==> config.mk <==
export PLATFORM = sky130hd
export DESIGN_NAME = pulse_qual_top
export DESIGN_NICKNAME = d
export VERILOG_FILES = /design/src/rtl/pq_pkg.sv /design/src/rtl/pq_sync.sv /design/src/rtl/pq_regs.sv /design/src/rtl/pq_width_chan.sv /design/src/rtl/pulse_qual_top.sv
export SDC_FILE = /design/constraint.sdc
export NUM_CORES = 2
export LEC_CHECK = 0
export BUFFER_PORTS_ARGS = -buffer_cell sky130_fd_sc_hd__buf_2
export CAP_MARGIN = 20
export CELL_PAD_IN_SITES_DETAIL_PLACEMENT = 1
export CELL_PAD_IN_SITES_GLOBAL_PLACEMENT = 2
export CORE_UTILIZATION = 42
export DETAILED_ROUTE_END_ITERATION = 8
export PLACE_DENSITY = 0.81
export SETUP_SLACK_MARGIN = 0.05
export SYNTH_ARGS = -nofsm -noshare
export SYNTH_HDL_FRONTEND = slang
export SYNTH_SLANG_ARGS = --single-unit
==> constraint.sdc <==
create_clock -name clk -period 4.3 [get_ports clk]
set_input_delay 0.86 -clock clk [delete_from_list [all_inputs] [get_ports clk]]
set_output_delay 0.86 -clock clk [all_outputs]
set_load 0.05 [all_outputs]
==> src/rtl/pq_pkg.sv <==
package pq_pkg;
  localparam int DW = 16;

  // Effective threshold: settings below 2 collapse to 1.
  function automatic logic [DW-1:0] eff_thr(input logic [DW-1:0] w);
    return (w < DW'(2)) ? DW'(1) : w;
  endfunction

  // Increment that sticks at the all-ones value.
  function automatic logic [DW-1:0] sat_inc(input logic [DW-1:0] v);
    return (v == '1) ? v : v + DW'(1);
  endfunction
endpackage

==> src/rtl/pq_sync.sv <==
module pq_sync #(
  parameter int W = 8
) (
  input  logic         clk,
  input  logic         rst_n,
  input  logic [W-1:0] d_i,
  output logic [W-1:0] q_o
);
  logic [W-1:0] meta_q;

  always_ff @(posedge clk or negedge rst_n) begin
    if (!rst_n) begin
      meta_q <= '0;
      q_o    <= '0;
    end else begin
      meta_q <= d_i;
      q_o    <= meta_q;
    end
  end
endmodule

==> src/rtl/pq_regs.sv <==
module pq_regs
  import pq_pkg::*;
#(
  parameter int SCI_CH = 53,
  parameter int NEU_CH = 16,
  parameter int AW     = 4
) (
  input  logic              clk,
  input  logic              rst_n,
  input  logic              wr_en,
  input  logic [AW-1:0]     wr_addr,
  input  logic [DW-1:0]     wr_data,
  output logic [SCI_CH-1:0] sci_mask,
  output logic [NEU_CH-1:0] neu_mask,
  output logic [DW-1:0]     sci_width,
  output logic [DW-1:0]     neu_width
);
  localparam int SCI_PORTS = (SCI_CH + 31) / 32;
  localparam int SCI_BASE  = 2;
  localparam int NEU_BASE  = SCI_BASE + 2 * SCI_PORTS;
  localparam logic [DW-1:0] WIDTH_RST = DW'(2);

  always_ff @(posedge clk or negedge rst_n) begin
    if (!rst_n) begin
      sci_width <= WIDTH_RST;
      neu_width <= WIDTH_RST;
    end else if (wr_en) begin
      if (wr_addr == AW'(0)) sci_width <= wr_data;
      if (wr_addr == AW'(1)) neu_width <= wr_data;
    end
  end

  // Only bits of existing channels are stored; word = base + channel/16.
  always_ff @(posedge clk or negedge rst_n) begin
    if (!rst_n) begin
      sci_mask <= '0;
    end else if (wr_en) begin
      for (int c = 0; c < SCI_CH; c++)
        if (wr_addr == AW'(SCI_BASE + c / 16)) sci_mask[c] <= wr_data[c % 16];
    end
  end

  always_ff @(posedge clk or negedge rst_n) begin
    if (!rst_n) begin
      neu_mask <= '0;
    end else if (wr_en) begin
      for (int c = 0; c < NEU_CH; c++)
        if (wr_addr == AW'(NEU_BASE + c / 16)) neu_mask[c] <= wr_data[c % 16];
    end
  end

  AST_WIDTH_WRITE: assert property (@(posedge clk) disable iff (!rst_n)
    (wr_en && wr_addr == AW'(0)) |=> (sci_width == $past(wr_data)));
endmodule

==> src/rtl/pq_width_chan.sv <==
module pq_width_chan
  import pq_pkg::*;
(
  input  logic          clk,
  input  logic          rst_n,
  input  logic          s_i,
  input  logic          en_i,
  input  logic [DW-1:0] thr_i,
  output logic          qual_o
);
  logic [DW-1:0] cnt_q;
  logic [DW-1:0] cnt_nxt;
  logic          hit;

  assign cnt_nxt = s_i ? sat_inc(cnt_q) : '0;
  assign hit     = s_i && (cnt_nxt >= thr_i);

  always_ff @(posedge clk or negedge rst_n) begin
    if (!rst_n) begin
      cnt_q  <= '0;
      qual_o <= 1'b0;
    end else begin
      cnt_q  <= cnt_nxt;
      qual_o <= en_i && hit;
    end
  end

  AST_MASK_GATE: assert property (@(posedge clk) disable iff (!rst_n)
    qual_o |-> $past(en_i));
  AST_MIN_WIDTH: assert property (@(posedge clk) disable iff (!rst_n)
    qual_o |-> (cnt_q >= $past(thr_i)));
  AST_CNT_CLEAR: assert property (@(posedge clk) disable iff (!rst_n)
    !$past(s_i) |-> (cnt_q == '0 && !qual_o));
  AST_NO_WRAP: assert property (@(posedge clk) disable iff (!rst_n)
    $past(s_i) |-> (cnt_q != '0));
endmodule

==> src/rtl/pulse_qual_top.sv <==
module pulse_qual_top
  import pq_pkg::*;
#(
  parameter int SCI_CH = 53,
  parameter int NEU_CH = 16,
  parameter int AW     = 4
) (
  input  logic              clk,
  input  logic              rst_n,
  input  logic              wr_en,
  input  logic [AW-1:0]     wr_addr,
  input  logic [DW-1:0]     wr_data,
  input  logic [SCI_CH-1:0] sci_raw,
  input  logic [NEU_CH-1:0] neu_raw,
  output logic [SCI_CH-1:0] sci_qual,
  output logic [NEU_CH-1:0] neu_qual
);
  logic [SCI_CH-1:0] sci_mask, sci_s;
  logic [NEU_CH-1:0] neu_mask, neu_s;
  logic [DW-1:0]     sci_width, neu_width;
  logic [DW-1:0]     sci_thr, neu_thr;

  pq_regs #(.SCI_CH(SCI_CH), .NEU_CH(NEU_CH), .AW(AW)) u_regs (
    .clk(clk), .rst_n(rst_n), .wr_en(wr_en), .wr_addr(wr_addr),
    .wr_data(wr_data), .sci_mask(sci_mask), .neu_mask(neu_mask),
    .sci_width(sci_width), .neu_width(neu_width)
  );

  assign sci_thr = eff_thr(sci_width);
  assign neu_thr = eff_thr(neu_width);

  pq_sync #(.W(SCI_CH)) u_sync_sci (.clk(clk), .rst_n(rst_n), .d_i(sci_raw), .q_o(sci_s));
  pq_sync #(.W(NEU_CH)) u_sync_neu (.clk(clk), .rst_n(rst_n), .d_i(neu_raw), .q_o(neu_s));

  for (genvar g = 0; g < SCI_CH; g++) begin : g_sci
    pq_width_chan u_chan (
      .clk(clk), .rst_n(rst_n), .s_i(sci_s[g]), .en_i(sci_mask[g]),
      .thr_i(sci_thr), .qual_o(sci_qual[g])
    );
  end

  for (genvar g = 0; g < NEU_CH; g++) begin : g_neu
    pq_width_chan u_chan (
      .clk(clk), .rst_n(rst_n), .s_i(neu_s[g]), .en_i(neu_mask[g]),
      .thr_i(neu_thr), .qual_o(neu_qual[g])
    );
  end

  AST_THR_FLOOR: assert property (@(posedge clk) disable iff (!rst_n)
    (sci_thr != '0) && (neu_thr != '0));
endmodule

---- Yosys cells after proc, flatten, opt, wreduce, memory -nomap -nowiden ----
Cells that the tools add are included.
word-level totals
  register bits ........................... 1412
  input bits .............................. 92
  word-level logic and storage cells ...... 650
operators by class
  order comparisons ....................... 71
  eq/ne operators ......................... 75
  add/sub/neg operators ................... 69
  reductions and logical operators ........ 146
  multiplexer cells ....................... 140
operators by type and width
  kind                                                  number
  2-to-1 mux 16 bit                                     140
  adder 16 x 1 -> 16 bit (second input constant)        69
  equality test 16 bit (second input constant)          69
  >= comparator 16 bit                                  69
  logical AND 1 bit                                     138
  < comparator 16 x 2 -> 1 bit (second input constant)  2
  AND reduction 2 bit                                   7
  equality test 4 x 3 -> 1 bit (second input constant)  3
  equality test 4 x 2 -> 1 bit (second input constant)  2
  equality test 4 x 1 -> 1 bit (second input constant)  1
  zero test 4 bit                                       1

---- Logic depth before layout (Yosys ltp) ----
  depth in word-level cells ............... 6
  depth in mapped cells ................... 12

---- Modules after synthesis ----
From an unflattened synthesis, not the netlist that was laid out.
unflattened totals
  cells, all modules ...................... 10526
  area, all modules ....................... 94871.0 µm²
by module, submodules not included
  module                                instances  cells each  area an instance (µm²)
  pq_width_chan (g_neu[0].u_chan ...)   38         143         1251.2
  pq_width_chan (g_sci[1].u_chan ...)   29         152         1285.0
  pq_regs                               1          220         3890.0
  pq_sync (u_sync_sci)                  1          106         2652.5
  pq_width_chan (g_sci[19].u_chan ...)  2          143         1268.7
  pq_sync (u_sync_neu)                  1          32          800.8
  pulse_qual_top                        1          40          180.2

---- Worst setup path after synthesis ----
No wires, ideal clock.
  path type ............................... reg-to-reg
  start ................................... register u_regs.sci_width[9]
  end ..................................... register g_sci[15].u_chan.qual_o
  arrival ................................. 2.992 ns
  period minus slack after synthesis ...... 3.122 ns
  cell stages (with the launch flop) ...... 8
  path slack .............................. 1.178 ns
  setup time .............................. 0.131 ns
  data required time ...................... 4.169 ns
  path through ............................ dfrtp_1 > nor4_1 > a41o_1 > ha_1 > nand2b_1 > a2111o_1 > a311oi_1 > a21oi_1
between the ends
  longest elaborated chain between the ends .. 5
RTL lines
  what                          RTL line             source
  from (decl)                   pq_regs.sv:15        output logic [DW-1:0] sci_width,
  from (signal assigned)        pq_regs.sv:28        if (wr_addr == AW'(0)) sci_width <= wr_data;
  < comparator 16 x 2 -> 1 bit  pq_pkg.sv:6          return (w < DW'(2)) ? DW'(1) : w;
  2-to-1 mux 16 bit (*)         pq_pkg.sv:6
  >= comparator 16 bit (*)      pq_width_chan.sv:16  assign hit = s_i && (cnt_nxt >= thr_i);
  logical AND 1 bit (*)         pq_width_chan.sv:16
  logical AND 1 bit (*)         pq_width_chan.sv:24  qual_o <= en_i && hit;
  to (signal assigned)          pq_width_chan.sv:24
  to (decl)                     pq_width_chan.sv:9   output logic qual_o
Mark *: on every way between the ends. The rest lies on a longest branch, timed or not.
A chain may end at the register's enable or synchronous reset.

---- Worst setup path in the final report ----
  start ................................... register g_sci[27].u_chan.cnt_q[0]
  end ..................................... register g_sci[27].u_chan.qual_o
between the ends
  longest elaborated chain between the ends .. 6
RTL lines
  what                                                            RTL line             source
  from (decl)                                                     pq_width_chan.sv:11  logic [DW-1:0] cnt_q;
  from (signal assigned)                                          pq_width_chan.sv:23  cnt_q <= cnt_nxt;
  adder 16 x 1 -> 16 bit or equality test 16 bit (tied branches)  pq_pkg.sv:11         return (v == '1) ? v : v + DW'(1);
  2-to-1 mux 16 bit (*)                                           pq_pkg.sv:11
  2-to-1 mux 16 bit (*)                                           pq_width_chan.sv:15  assign cnt_nxt = s_i ? sat_inc(cnt_q) : '0;
  net g_sci[27].u_chan.cnt_nxt[13]                                pq_width_chan.sv:12  logic [DW-1:0] cnt_nxt;
  >= comparator 16 bit (*)                                        pq_width_chan.sv:16
  logical AND 1 bit (*)                                           pq_width_chan.sv:16
  logical AND 1 bit (*)                                           pq_width_chan.sv:24
  to (signal assigned)                                            pq_width_chan.sv:24
  to (decl)                                                       pq_width_chan.sv:9
The timed path passes the listed nets; every way through them passes the cells marked *.

==> results.sh <==
export IMPL_outcome="completed"
export IMPL_synth_nets=11400
export IMPL_r2r_cells=10
export IMPL_antenna_found_initial=23
export IMPL_maxSlewHeadroom_pct=21.4
export IMPL_dpl_cell_count=13100
export IMPL_io_buffer_count=160
export IMPL_yosys_warnings=0
export IMPL_clkTransAtPathRegs_ns=0.06
export IMPL_p_per_area_nw_per_um2=349
export IMPL_r2r_start="g_sci[27].u_chan.cnt_q[0]"
export IMPL_h_tree_depth=4
export IMPL_postSynthAreaPerCell_um2=9.30
export IMPL_coreArea_um2=223000
export IMPL_rrSetupSlack_ns=0.72
export IMPL_drive_above_1_share_pct=7.97
export IMPL_comb_power_share_pct=19.5
export IMPL_intPower_mw=24.9
export IMPL_path_max_fanout=9
export IMPL_final_cell_mix="dfrtp_1, ha_1, nand2_1, a21oi_1, o21ai_0"
export IMPL_worst_skew_pair_late_latency_ns=0.84
export IMPL_finalSetupTns_ns=0
export IMPL_top_layer_used="met5"
export IMPL_wl_met2_mm=148
export IMPL_grt_pass1_vias=87300
export IMPL_p_sw_share_pct=32.2
export IMPL_ys_types=80
export IMPL_route_detailed_drc=0
export IMPL_synth_edf_count=0
export IMPL_gp_congestion=0.848
export IMPL_hp_class="input pin to async pin"
export IMPL_vias_per_cell=6.19
export IMPL_maxCapViolations=0
export IMPL_fmax_mhz=279
export IMPL_pwr_share_seq_pct=39.2
export IMPL_yosys_most_used_dff="dfrtp_1"
export IMPL_drt_total_wl_mm=310
export IMPL_syn_instance_count=10200
export IMPL_clock_sinks=1412
export IMPL_layout_commonest_cell="dfrtp_1"
export IMPL_finalNonFillerCells=13500
export IMPL_required_ns=5.00
export IMPL_ant_nets=0
export IMPL_die_area_um2=227000
export IMPL_rsz0062_at_grt="no"
export IMPL_die_y_um=476
export IMPL_die_width_um=476
export IMPL_initial_core_util_pct=42.4
export IMPL_cts_inserted_buffers=177
export IMPL_hpwl_mm=212
export IMPL_async_reset_ff_share_pct=100
export IMPL_wl_met1_mm=141
export IMPL_fin_crit_sh_pct=83.2
export IMPL_hold_viol_final=0
export IMPL_area_growth_pct=11.1
export IMPL_met3_length_mm=11.7
export IMPL_setup_violations_final=0
export IMPL_critPathCaptureType="flip-flop"
export IMPL_ys_seq_area_share_pct=37.4
export IMPL_post_route_util_pct=47.1
export IMPL_min_period_ns=3.58
export IMPL_cts_hold_buffers=0
export IMPL_netlist_area_um2=94500
export IMPL_post_cts_buffers=0
export IMPL_io_pins=161
export IMPL_worstReg2RegEnd="g_sci[27].u_chan.qual_o"
export IMPL_critPathArrivalTime_ns=4.28
export IMPL_p_switching_mw=11.8
export IMPL_cts_root_buf="clkbuf_16"
export IMPL_grt_max_degree=103
export IMPL_cts_resized=0
export IMPL_nets=11600
export IMPL_vias=83300
export IMPL_wl_per_cell_um=23.0
export IMPL_clkPwrFrac_pct=41.3
export IMPL_worstMarginPinSlew_ns=1.18
export IMPL_synth_seq_cells=1412
export IMPL_grt_overflow=0
export IMPL_crit_path_start_kind="flip-flop"
export IMPL_drv_slew=0
export IMPL_grt_pass1_wl_mm=496
export IMPL_track_usage_pct=27.0
export IMPL_cts_tree="built"
export IMPL_ir_drop_v=0.000368
export IMPL_cts_buffer_depth=3
export IMPL_leakage_nw=45.5
export IMPL_drt_iter0_drc=4871
export IMPL_firstDrtPassIters=6
export IMPL_worst_setup_path_type="flip-flop to flip-flop"
export IMPL_num_rows=173
export IMPL_finalClockSkew_ns=0.0322
metrics by stage:
step	setup WS (ns)	hold WS (ns)	power [mW]	cell area, µm²
after detailed placement	0.755	0.336	21.8	99200
after global placement	0.997	0.331	21.4	99200
after CTS	0.743	0.0116	37.2	105000
after global routing	0.385	0.0450	38.5	105000
after floorplan	1.18	0.331	18.2	94500
final	0.722	0.0318	36.7	105000
sequential cells by signal, summed over array words and instances (netlist names):
name / count
g_neu.u_chan.cnt_q: 256
u_sync_neu.meta_q: 16
u_regs.sci_width: 16
u_regs.neu_width: 16
g_sci.u_chan.cnt_q: 848
g_sci.u_chan.qual_o: 53
u_regs.neu_mask: 16
u_regs.sci_mask: 53
u_sync_neu.q_o: 16
u_sync_sci.q_o: 53
u_sync_sci.meta_q: 53
g_neu.u_chan.qual_o: 16
synthesized netlist by cell type (28+ instances only):
cell type     n  area (µm²)
a2111o_1     46         518
a2111oi_0    44         385
a211oi_1    157        1180
a21boi_0     35         263
a21oi_1     892        4460
a22oi_1      31         233
a311oi_1     50         438
a31oi_1     199        1240
a32oi_1      33         289
a41oi_1      31         272
and2_1       85         532
and3_1      190        1190
and4_1      153        1340
buf_4        71         533
clkbuf_1    235         882
dfrtp_1    1410       35300
ha_1       1173       14700
inv_1       222         833
mux2_2      103        1160
mux2i_1     357        3570
nand2_1    1128        4230
nand2b_1    341        2130
nand3_1     443        2220
nand4_1     341        2130
nor2_1      381        1430
nor3_1      252        1260
nor3b_1      75         563
nor4_1      180        1130
o211a_1      29         290
o211ai_1     52         390
o21a_1       37         278
o21ai_0     598        2990
o31ai_1     107         803
or2_2        30         188
or3_1       121         757
or4_1       142        1070
xnor2_1      28         245
critical path: stages, from the launching register on:
cell	delay, ns
dfrtp_1	0.41
ha_1	0.25
nand4_1	0.25
nor3_1	0.89
nand2_1	0.22
a31oi_1	0.27
ha_1	0.29
a21oi_1	0.14
o21ai_0	0.13
a2111oi_0	0.47
a21oi_1	0.12
area by class of cell:
type	instances	area (µm²)
Clock buffer	255	5210
Antenna cell	14	35.0
Multi-Input combinational cell	8190	56800
Tap cell	2975	3720
Inverter	235	957
Timing Repair Buffer	328	2360
Fill cell	25300	118000
Sequential cell	1412	35300
Clock inverter	58	601
how the worst max path moves through the flow:
stage                              endpoint                      start  depth (start not counted)
floorplan           g_sci[15].u_chan.qual_o        u_regs.sci_width[9]                          7
global placement     g_sci[1].u_chan.qual_o   g_sci[1].u_chan.cnt_q[0]                         10
detailed placement  g_sci[27].u_chan.qual_o  g_sci[27].u_chan.cnt_q[0]                         10
CTS                 g_sci[27].u_chan.qual_o  g_sci[27].u_chan.cnt_q[0]                         10
global route        g_sci[27].u_chan.qual_o  g_sci[27].u_chan.cnt_q[0]                         10
finish              g_sci[27].u_chan.qual_o  g_sci[27].u_chan.cnt_q[0]                         10
power groups by stage:
stage	registers, mW	clock network [mW]	logic [mW]
final	14.4	15.2	7.17
after floorplan	14.3	0	3.91
after global placement	14.6	0	6.79
after detailed placement	14.6	0	7.21
after CTS	14.4	15.6	7.27
after global routing	14.4	16.0	8.00
logic make-up after synthesis:
family	count (synthesis)	share of synthesized area (%)
adder cells (fa/ha/maj)	1173	15.5
multiplexers	460	5.01
buffers and inverters	567	2.56
AO/OA/AOI/OAI	2517	16.5
flip-flops	1412	37.4
XOR/XNOR	35	0.324
AND/OR/NAND/NOR	4005	22.7
per-layer routing:
metal / GRT usage, % / vias to the layer above
li1: - / 39200
met1: 35.8 / 42400
met2: 45.5 / 1317
met3: 3.52 / 455
met4: 8.50 / 8
met5: 0 / -
Note: power is estimated with default switching activity, not from simulation.
